File: src/rtl/wkstab_pkg.sv
package wkstab_pkg;

    localparam int CNT_W  = 8;
    localparam int ADDR_W = 8;

    localparam logic [ADDR_W-1:0] ADDR_CTRL = 8'h10;
    localparam logic [ADDR_W-1:0] ADDR_PRE  = 8'h11;
    localparam logic [ADDR_W-1:0] ADDR_TMR  = 8'h12;

    localparam logic [CNT_W-1:0] AUTO_PRE = 8'hFF;
    localparam logic [CNT_W-1:0] AUTO_TMR = 8'h01;

    typedef enum logic [1:0] {
        ST_RUN  = 2'd0,
        ST_STOP = 2'd1,
        ST_WAKE = 2'd2
    } wk_state_e;

    typedef struct packed {
        logic              en;
        logic [ADDR_W-1:0] addr;
        logic [CNT_W-1:0]  data;
    } bus_wr_t;

    typedef struct packed {
        logic             pre_ld;
        logic             tmr_ld;
        logic [CNT_W-1:0] val;
    } sw_load_t;

    function automatic logic addr_hit(bus_wr_t w, logic [ADDR_W-1:0] a);
        return w.en && (w.addr == a);
    endfunction

endpackage

File: src/rtl/wkstab_regs.sv
module wkstab_regs
    import wkstab_pkg::*;
(
    input  logic     clk,
    input  logic     rst,
    input  bus_wr_t  wr,
    input  logic     accept,
    output logic     inhibit,
    output sw_load_t sw_ld
);

    always_ff @(posedge clk) begin
        if (rst) begin
            inhibit <= 1'b0;
        end else if (accept && addr_hit(wr, ADDR_CTRL)) begin
            inhibit <= wr.data[0];
        end
    end

    always_comb begin
        sw_ld.pre_ld = accept && addr_hit(wr, ADDR_PRE);
        sw_ld.tmr_ld = accept && addr_hit(wr, ADDR_TMR);
        sw_ld.val    = wr.data;
    end

    // control bit frozen while the core is not running
    p_ctrl_frozen_r8: assert property (@(posedge clk) disable iff (rst)
        !accept |=> $stable(inhibit));

endmodule

File: src/rtl/wkstab_chain.sv
module wkstab_chain
    import wkstab_pkg::*;
(
    input  logic             clk,
    input  logic             rst,
    input  sw_load_t         sw_ld,
    input  logic             auto_ld,
    input  logic             count_en,
    output logic             underflow
);

    logic [CNT_W-1:0] pre_q;
    logic [CNT_W-1:0] rld_q;
    logic [CNT_W-1:0] tmr_q;

    logic pre_wrap;
    assign pre_wrap  = count_en && (pre_q == '0);
    assign underflow = pre_wrap && (tmr_q == '0);

    always_ff @(posedge clk) begin
        if (rst) begin
            pre_q <= '0;
            rld_q <= '0;
            tmr_q <= '0;
        end else if (auto_ld) begin
            pre_q <= AUTO_PRE;
            rld_q <= AUTO_PRE;
            tmr_q <= AUTO_TMR;
        end else if (count_en) begin
            if (pre_wrap) begin
                pre_q <= rld_q;
                tmr_q <= tmr_q - 1'b1;
            end else begin
                pre_q <= pre_q - 1'b1;
            end
        end else begin
            if (sw_ld.pre_ld) begin
                pre_q <= sw_ld.val;
                rld_q <= sw_ld.val;
            end
            if (sw_ld.tmr_ld) begin
                tmr_q <= sw_ld.val;
            end
        end
    end

    // automatic load places the fixed counts
    p_auto_values_r4: assert property (@(posedge clk) disable iff (rst)
        auto_ld |=> (pre_q == AUTO_PRE && tmr_q == AUTO_TMR));

    // timer steps down by one on each prescaler wrap
    p_timer_step_r6: assert property (@(posedge clk) disable iff (rst)
        (count_en && pre_q == '0 && tmr_q != '0) |=> (tmr_q == $past(tmr_q) - 1'b1));

    // prescaler restarts from its stored value after a wrap
    p_pre_reload_r6: assert property (@(posedge clk) disable iff (rst)
        (count_en && pre_q == '0) |=> (pre_q == rld_q));

    // counters hold while halted unless the wake-up load fires
    p_hold_in_stop_r8: assert property (@(posedge clk) disable iff (rst)
        (!count_en && !auto_ld && !sw_ld.pre_ld && !sw_ld.tmr_ld)
        |=> ($stable(pre_q) && $stable(tmr_q)));

endmodule

File: src/rtl/wkstab_seq.sv
module wkstab_seq
    import wkstab_pkg::*;
(
    input  logic clk,
    input  logic rst,
    input  logic stop_req,
    input  logic ext_irq,
    input  logic inhibit,
    input  logic underflow,
    output logic accept,
    output logic auto_ld,
    output logic count_en,
    output logic cpu_clk_en,
    output logic wake_done
);

    wk_state_e st_q, st_d;

    always_comb begin
        st_d = st_q;
        unique case (st_q)
            ST_RUN:  if (stop_req)  st_d = ST_STOP;
            ST_STOP: if (ext_irq)   st_d = ST_WAKE;
            ST_WAKE: if (underflow) st_d = ST_RUN;
            default:                st_d = ST_RUN;
        endcase
    end

    always_ff @(posedge clk) begin
        if (rst) begin
            st_q      <= ST_RUN;
            wake_done <= 1'b0;
        end else begin
            st_q      <= st_d;
            wake_done <= (st_q == ST_WAKE) && underflow;
        end
    end

    assign accept     = (st_q == ST_RUN);
    assign count_en   = (st_q == ST_WAKE);
    assign auto_ld    = (st_q == ST_STOP) && ext_irq && !inhibit;
    assign cpu_clk_en = (st_q == ST_RUN);

    // halt request closes the clock next cycle
    p_stop_gates_r2: assert property (@(posedge clk) disable iff (rst)
        (st_q == ST_RUN && stop_req) |=> !cpu_clk_en);

    // without an interrupt the halt persists
    p_hold_stop_r3: assert property (@(posedge clk) disable iff (rst)
        (st_q == ST_STOP && !ext_irq) |=> (st_q == ST_STOP));

    // gate stays closed until the timer underflows
    p_gate_until_uf_r7: assert property (@(posedge clk) disable iff (rst)
        (st_q == ST_WAKE && !underflow) |=> !cpu_clk_en);

    // completion pulse lasts one cycle
    p_done_single_r7: assert property (@(posedge clk) disable iff (rst)
        wake_done |=> !wake_done);

    // completion pulse coincides with the enable rise
    p_done_on_rise_r7: assert property (@(posedge clk) disable iff (rst)
        $rose(cpu_clk_en) |-> wake_done);

endmodule

File: src/rtl/wkstab_top.sv
module wkstab_top
    import wkstab_pkg::*;
(
    input  logic              clk,
    input  logic              rst,
    input  logic              bus_wr_en,
    input  logic [ADDR_W-1:0] bus_addr,
    input  logic [CNT_W-1:0]  bus_wdata,
    input  logic              stop_req,
    input  logic              ext_irq,
    output logic              cpu_clk_en,
    output logic              wake_done
);

    bus_wr_t  wr;
    sw_load_t sw_ld;
    logic     inhibit;
    logic     accept;
    logic     auto_ld;
    logic     count_en;
    logic     underflow;

    assign wr = '{en: bus_wr_en, addr: bus_addr, data: bus_wdata};

    wkstab_regs u_regs (
        .clk     (clk),
        .rst     (rst),
        .wr      (wr),
        .accept  (accept),
        .inhibit (inhibit),
        .sw_ld   (sw_ld)
    );

    wkstab_chain u_chain (
        .clk       (clk),
        .rst       (rst),
        .sw_ld     (sw_ld),
        .auto_ld   (auto_ld),
        .count_en  (count_en),
        .underflow (underflow)
    );

    wkstab_seq u_seq (
        .clk        (clk),
        .rst        (rst),
        .stop_req   (stop_req),
        .ext_irq    (ext_irq),
        .inhibit    (inhibit),
        .underflow  (underflow),
        .accept     (accept),
        .auto_ld    (auto_ld),
        .count_en   (count_en),
        .cpu_clk_en (cpu_clk_en),
        .wake_done  (wake_done)
    );

endmodule

File: config.mk
export PLATFORM = sky130hd
export DESIGN_NAME = wkstab_top
export DESIGN_NICKNAME = d
export VERILOG_FILES = /design/src/rtl/wkstab_pkg.sv /design/src/rtl/wkstab_regs.sv /design/src/rtl/wkstab_chain.sv /design/src/rtl/wkstab_seq.sv /design/src/rtl/wkstab_top.sv
export SDC_FILE = /design/constraint.sdc
export NUM_CORES = 1
export LEC_CHECK = 0
export BUFFER_PORTS_ARGS = -buffer_cell sky130_fd_sc_hd__buf_2
export CORE_AREA = 2 2 57 59
export CTS_BUF_LIST = sky130_fd_sc_hd__clkbuf_8
export DETAILED_ROUTE_END_ITERATION = 8
export DIE_AREA = 0 0 59 61
export PLACE_DENSITY = 0.84
export SLEW_MARGIN = 20
export SYNTH_ARGS = -nofsm -noshare
export SYNTH_HDL_FRONTEND = slang
export SYNTH_SLANG_ARGS = --single-unit
File: constraint.sdc
create_clock -name clk -period 1.9 [get_ports clk]
set_input_delay 0.38 -clock clk [delete_from_list [all_inputs] [get_ports clk]]
set_output_delay 0.38 -clock clk [all_outputs]
set_load 0.01 [all_outputs]
Word level (Yosys, flattened, before mapping)
Cells that the tools add are included.
{"block": "totals", "latch_bits": 0, "inputBits": 21, "out_inout_bits": 2, "mem_bits_ro": 0, "ff_bits": 28, "mem_count": 0, "ram_bits": 0, "wordCells": 58}
{"block": "classes", "bitwise": 0, "mul": 0, "n_reduce_logical": 24, "n_lt_le_gt_ge": 0, "div_mod_pow": 0, "n_addsub": 2, "mux": 14, "shift": 0, "n_eq_ne": 11}
{"op": "2-to-1 mux 8 bit", "n": 9}
{"op": "equality test 8 x 5 -> 1 bit, second input constant", "n": 3}
{"op": "zero test 8 bit", "n": 2}
{"op": "subtractor 8 x 1 -> 8 bit, second input constant", "n": 2}
{"op": "logical AND 1 bit", "n": 11}
{"op": "!= test 2 bit, second input constant", "n": 4}
{"op": "2-to-1 mux 2 bit", "n": 3}
{"op": "one-hot mux 2 bit (3 select lines)", "n": 1}
{"op": "AND reduction 2 bit", "n": 3}
{"op": "nonzero test 3 bit", "n": 2}
{"op": "nonzero test 2 bit", "n": 2}
{"op": "!= test 3 bit, second input constant", "n": 1}
{"op": "AND reduction 3 bit", "n": 1}
{"op": "equality test 2 x 1 -> 1 bit, second input constant", "n": 1}
{"op": "equality test 2 bit, second input constant", "n": 1}
{"op": "zero test 2 bit", "n": 1}
{"op": "!= test 2 x 1 -> 1 bit, second input constant", "n": 1}
{"op": "OR reduction 2 bit", "n": 1}
{"op": "zero test 1 bit", "n": 1}
{"op": "2-to-1 mux 1 bit", "n": 1}

Logic depth before layout (Yosys ltp)
{"block": "logic_depth", "depth_word": 6, "ltp_mapped": 8, "ltp_nobuf": 7}

Hierarchy
A second synthesis with hierarchy kept.
{"block": "unflattened", "hier_cells": 214, "hier_area_um2": 1823.0}
{"module": "wkstab_chain", "n_inst": 1, "cells_per_inst": 181, "seq_area_each_um2": 480.5, "area_each_um2": 1506.4}
{"module": "wkstab_regs", "n_inst": 1, "cells_per_inst": 19, "seq_area_each_um2": 20.0, "area_each_um2": 176.4}
{"module": "wkstab_seq", "n_inst": 1, "cells_per_inst": 14, "seq_area_each_um2": 60.1, "area_each_um2": 140.1}

Worst setup path before layout
OpenSTA, ideal clock, no wires.
{"block": "synth_timing", "path_type": "register -> register", "from": "register u_chain.pre_q[0]", "to": "register u_chain.tmr_q[3]", "path_slack_ns": 0.170, "n_path_buf": 1, "required_ns": 1.783, "setup_time_ns": 0.117, "synth_period_minus_slack_ns": 1.730, "stages_incl_launch_ff": 9, "t_arrival_ns": 1.613, "path_cell_list": "dfxtp_1 inv_1 ha_1 nor4b_2 nand2_2 o21ai_2 buf_4 o21ai_1 a32o_1"}
{"block": "synth_between", "elab_chain_len": 4}
{"item": "from (decl)", "line": "wkstab_chain.sv:12", "text": "logic [CNT_W-1:0] pre_q;"}
{"item": "from (signal assigned)", "line": "wkstab_chain.sv:31", "text": "pre_q <= rld_q;"}
{"item": "from (signal assigned)", "line": "wkstab_chain.sv:34", "text": "pre_q <= pre_q - 1'b1;"}
{"item": "from (signal assigned)", "line": "wkstab_chain.sv:38", "text": "pre_q <= sw_ld.val;"}
{"item": "zero test 8 bit", "line": "wkstab_chain.sv:17", "text": "assign pre_wrap = count_en && (pre_q == '0);"}
{"item": "logical AND 1 bit", "line": "wkstab_chain.sv:17"}
{"item": "!= test 2 bit (no line)"}
{"item": "AND reduction 2 bit (no line)"}
{"item": "to (signal assigned)", "line": "wkstab_chain.sv:32", "text": "tmr_q <= tmr_q - 1'b1;"}
{"item": "to (signal assigned)", "line": "wkstab_chain.sv:42", "text": "tmr_q <= sw_ld.val;"}
{"item": "to (decl)", "line": "wkstab_chain.sv:14", "text": "logic [CNT_W-1:0] tmr_q;"}
No other way between the ends.
A chain may end at the register's enable or synchronous reset.

Worst setup path after layout
{"block": "layout_timing", "from": "register u_chain.pre_q[0]", "to": "register u_chain.tmr_q[6]"}
The elaborated chain is that of the path after synthesis.

==> flow_summary_export.csv <==
group,metric,value,unit
outcome,status,"completed",
floorplan,start_util,0.5703,
floorplan,coreArea,2953,um2
global_routing,grt_start_max_net_pins,24,
floorplan,pin_count,23,
sta,rsz0062_at_grt,"no",
hold_path,hold_path.class,"input port to flip-flop",
yosys,postSynthCellCount,213,
place,dpl-instance-area,1889,um2
global_routing,grt_pass1_wl,7107,um
cells_and_area,drive_gt1_frac,0.2397,
yosys,ys_warn_count,0,
cells_and_area,n_fill_cell,257,
job,maxCapViolCount,0,
cells_and_area,final_cell_mix,"30 x nand2_1, 28 x dfxtp_1, 23 x nor2_1",
sta,relSlewSlack,0.7338,
setup_path,cp.required,2.08,ns
sta,clock.fmax,0.5502,GHz
yosys,syn-cell-area,1684,um2
setup_path,cp-start-kind,"flip-flop",
yosys,synth_seq_area_share,0.3328,
clock_network,clock-sinks,28,
floorplan,chipHeight,61,um
sta,final-hold-violation-count,0,
floorplan,chipWidth,59,um
cells_and_area,antennaDiodeCount,0,
clock_network,cts_buffers,3,
route,drc,0,
route,wl,4300,um
place,io_buffers,22,
route,vias_per_cell,6.196,
sta,fin_tns_setup,0,ns
yosys,synth_ff_type,"dfxtp_1",
cells_and_area,nets,268,
floorplan,rows,20,
route,num_vias,1704,
clock_network,hold_buffers,0,
clock_network,ctsLongestPathBuffers,2,
place,pre_cts_ws,0.04849,ns
clock_network,cts_tree,"done",
yosys,syn_nets,238,
sta,setup_ws,0.08256,ns
sta,fin_crit,1.817,ns
power,max-vdd-ir-drop,0.4560,mV
route,detail_route.wl_per_cell,15.64,um
setup_path,cp.arrival,1.99,ns
setup_path,cp_max_fo,5,
clock_network,cts-root-buf,"clkbuf_8",
cells_and_area,mostFrequentLayoutCell,"nand2_1",
sta,finalMaxSlewViolations,0,
yosys,synth-seq-cells,28,
route,ant_nets,0,
global_routing,grt-ovfl-total,0,
clock_network,clock_latency,0.28,ns
global_routing,grt_pass1_vias,1556,
cells_and_area,syn2layout_area_growth,18.35,%
cells_and_area,fin_area,1993,um2
power,p_per_area,820.9,nW/um2
clock_network,clk_pin_slew,0.10,ns
place,place.detailed.hpwl,3213,um
route,detail_route.first_pass.iterations,4,
place,place_congestion,0.8621,
sta,finalClockSkew,0.006918,ns
clock_network,htreeDepth,1,
yosys,synthArstFlopShare,0,
setup_path,critPathCaptureType,"flip-flop",
yosys,synth_cell_types,51,
floorplan,die_area,3599,um2
power,p_leak,0.7696,nW
route,first_iter_violations,69,
sta,max_slew.worst_pin.slew,0.3993,ns
yosys,synth_edf_count,0,
yosys,postSynthAreaPerCell,7.907,um2
sta,setup_viol,0,
global_routing,grtUsageTotal,0.2597,
sta,fin_crit_sh,0.9565,
global_routing,antenna_found_initial,0,
setup_path,criticalPathCategory,"flip-flop to flip-flop",
cells in the mapped netlist (all sizes together), types with 2 or more instances:
cell | number | area (um2)
nand2 | 32 | 122.6
dfxtp | 28 | 560.5
nor2 | 24 | 106.4
a21oi | 16 | 80.08
o21ai | 12 | 63.81
a31oi | 10 | 62.56
nor3 | 8 | 40.04
clkbuf | 7 | 27.52
buf | 6 | 38.79
inv | 6 | 22.52
nor4 | 6 | 58.80
a311oi | 4 | 35.03
a32o | 4 | 40.04
ha | 4 | 50.05
nand3 | 4 | 25.02
nand3b | 4 | 30.03
mux2i | 3 | 30.03
nand4 | 3 | 18.77
nor2b | 3 | 18.77
a211oi | 2 | 15.01
a31o | 2 | 17.52
nand2b | 2 | 12.51
nor3b | 2 | 15.01
nor4b | 2 | 30.03
o21bai | 2 | 15.01
or4b | 2 | 23.77
xnor2 | 2 | 17.52
logic make-up (layout without fill, tap and decap cells):
kind of cell / Yosys count / count (layout) / share of synthesized area
XOR/XNOR: 2 / 2 / 0.01040
AO/OA/AOI/OAI: 60 / 60 / 0.2340
AND/OR/NAND/NOR: 97 / 97 / 0.3224
multiplexers: 3 / 3 / 0.01783
adder cells (fa/ha/maj): 4 / 4 / 0.02972
buffers and inverters: 19 / 48 / 0.05275
flip-flops: 28 / 28 / 0.3328
critical path, cell delays in order, from the launching register on:
cell,delay [ns]
dfxtp_1,0.32
inv_1,0.07
ha_1,0.20
or4b_4,0.54
nor2_8,0.14
a21boi_1,0.14
o21ai_0,0.21
a21oi_1,0.10
layer usage:
metal / up-vias / wire (um) / track usage / part of all wire
met5: - / 0 / 0 / 0
met3: 11 / 203 / 0.02985 / 0.047
met2: 47 / 2095 / 0.4508 / 0.49
li1: 836 / - / - / -
met1: 810 / 1927 / 0.3346 / 0.45
met4: 0 / 73 / 0.09091 / 0.017
flip-flops by register name, indices dropped and copies added, names as in the netlist:
| register | count |
|---|---|
| u_regs.inhibit | 1 |
| u_chain.rld_q | 8 |
| u_seq.wake_done | 1 |
| u_seq.st_q | 2 |
| u_chain.tmr_q | 8 |
| u_chain.pre_q | 8 |
layout make-up:
class | count | area (um2) | share of cell area
Multi-Input combinational cell | 166 | 1067 | 0.5355
Timing Repair Buffer | 38 | 230.2 | 0.1155
Inverter | 6 | 22.52 | 0.01130
Clock buffer | 3 | 41.29 | 0.02072
Tap cell | 33 | 41.29 | 0.02072
Clock inverter | 1 | 30.03 | 0.01507
Sequential cell | 28 | 560.5 | 0.2812
metrics by stage:
stage               hold WS, ns  power, mW  cells  utilization
CTS                      0.3852      1.607    275       0.6640
floorplan                0.4480     0.9916    213            -
global placement         0.4533      1.131    271       0.6398
detailed placement       0.4821      1.142    271       0.6398
global route             0.4062      1.716    275       0.6750
finish                   0.3855      1.636    275       0.6750
final timing paths:
check,endpoint,slack [ns],start,depth (start not counted)
setup reg to reg,u_chain.tmr_q[6],0.08,u_chain.pre_q[0],7
hold reg to reg,u_chain.rld_q[5],0.49,u_chain.rld_q[5],2
hold / removal,u_chain.rld_q[5],0.39,bus_wdata[5],3
setup / recovery,u_chain.tmr_q[6],0.08,u_chain.pre_q[0],7
what timing repair did:
action                                  4_1_cts  5_1_grt
buffers inserted                              0        0
resized for setup                             0        7
endpoints found under the setup margin        0        9
where the power goes:
group	leakage, nW	internal (mW)	switching [mW]	total (mW)
clock	0.0357	0.282	0.192	0.474
combinational	0.506	0.220	0.271	0.491
sequential	0.228	0.624	0.0460	0.670
Note: power is estimated with default switching activity, not from simulation.
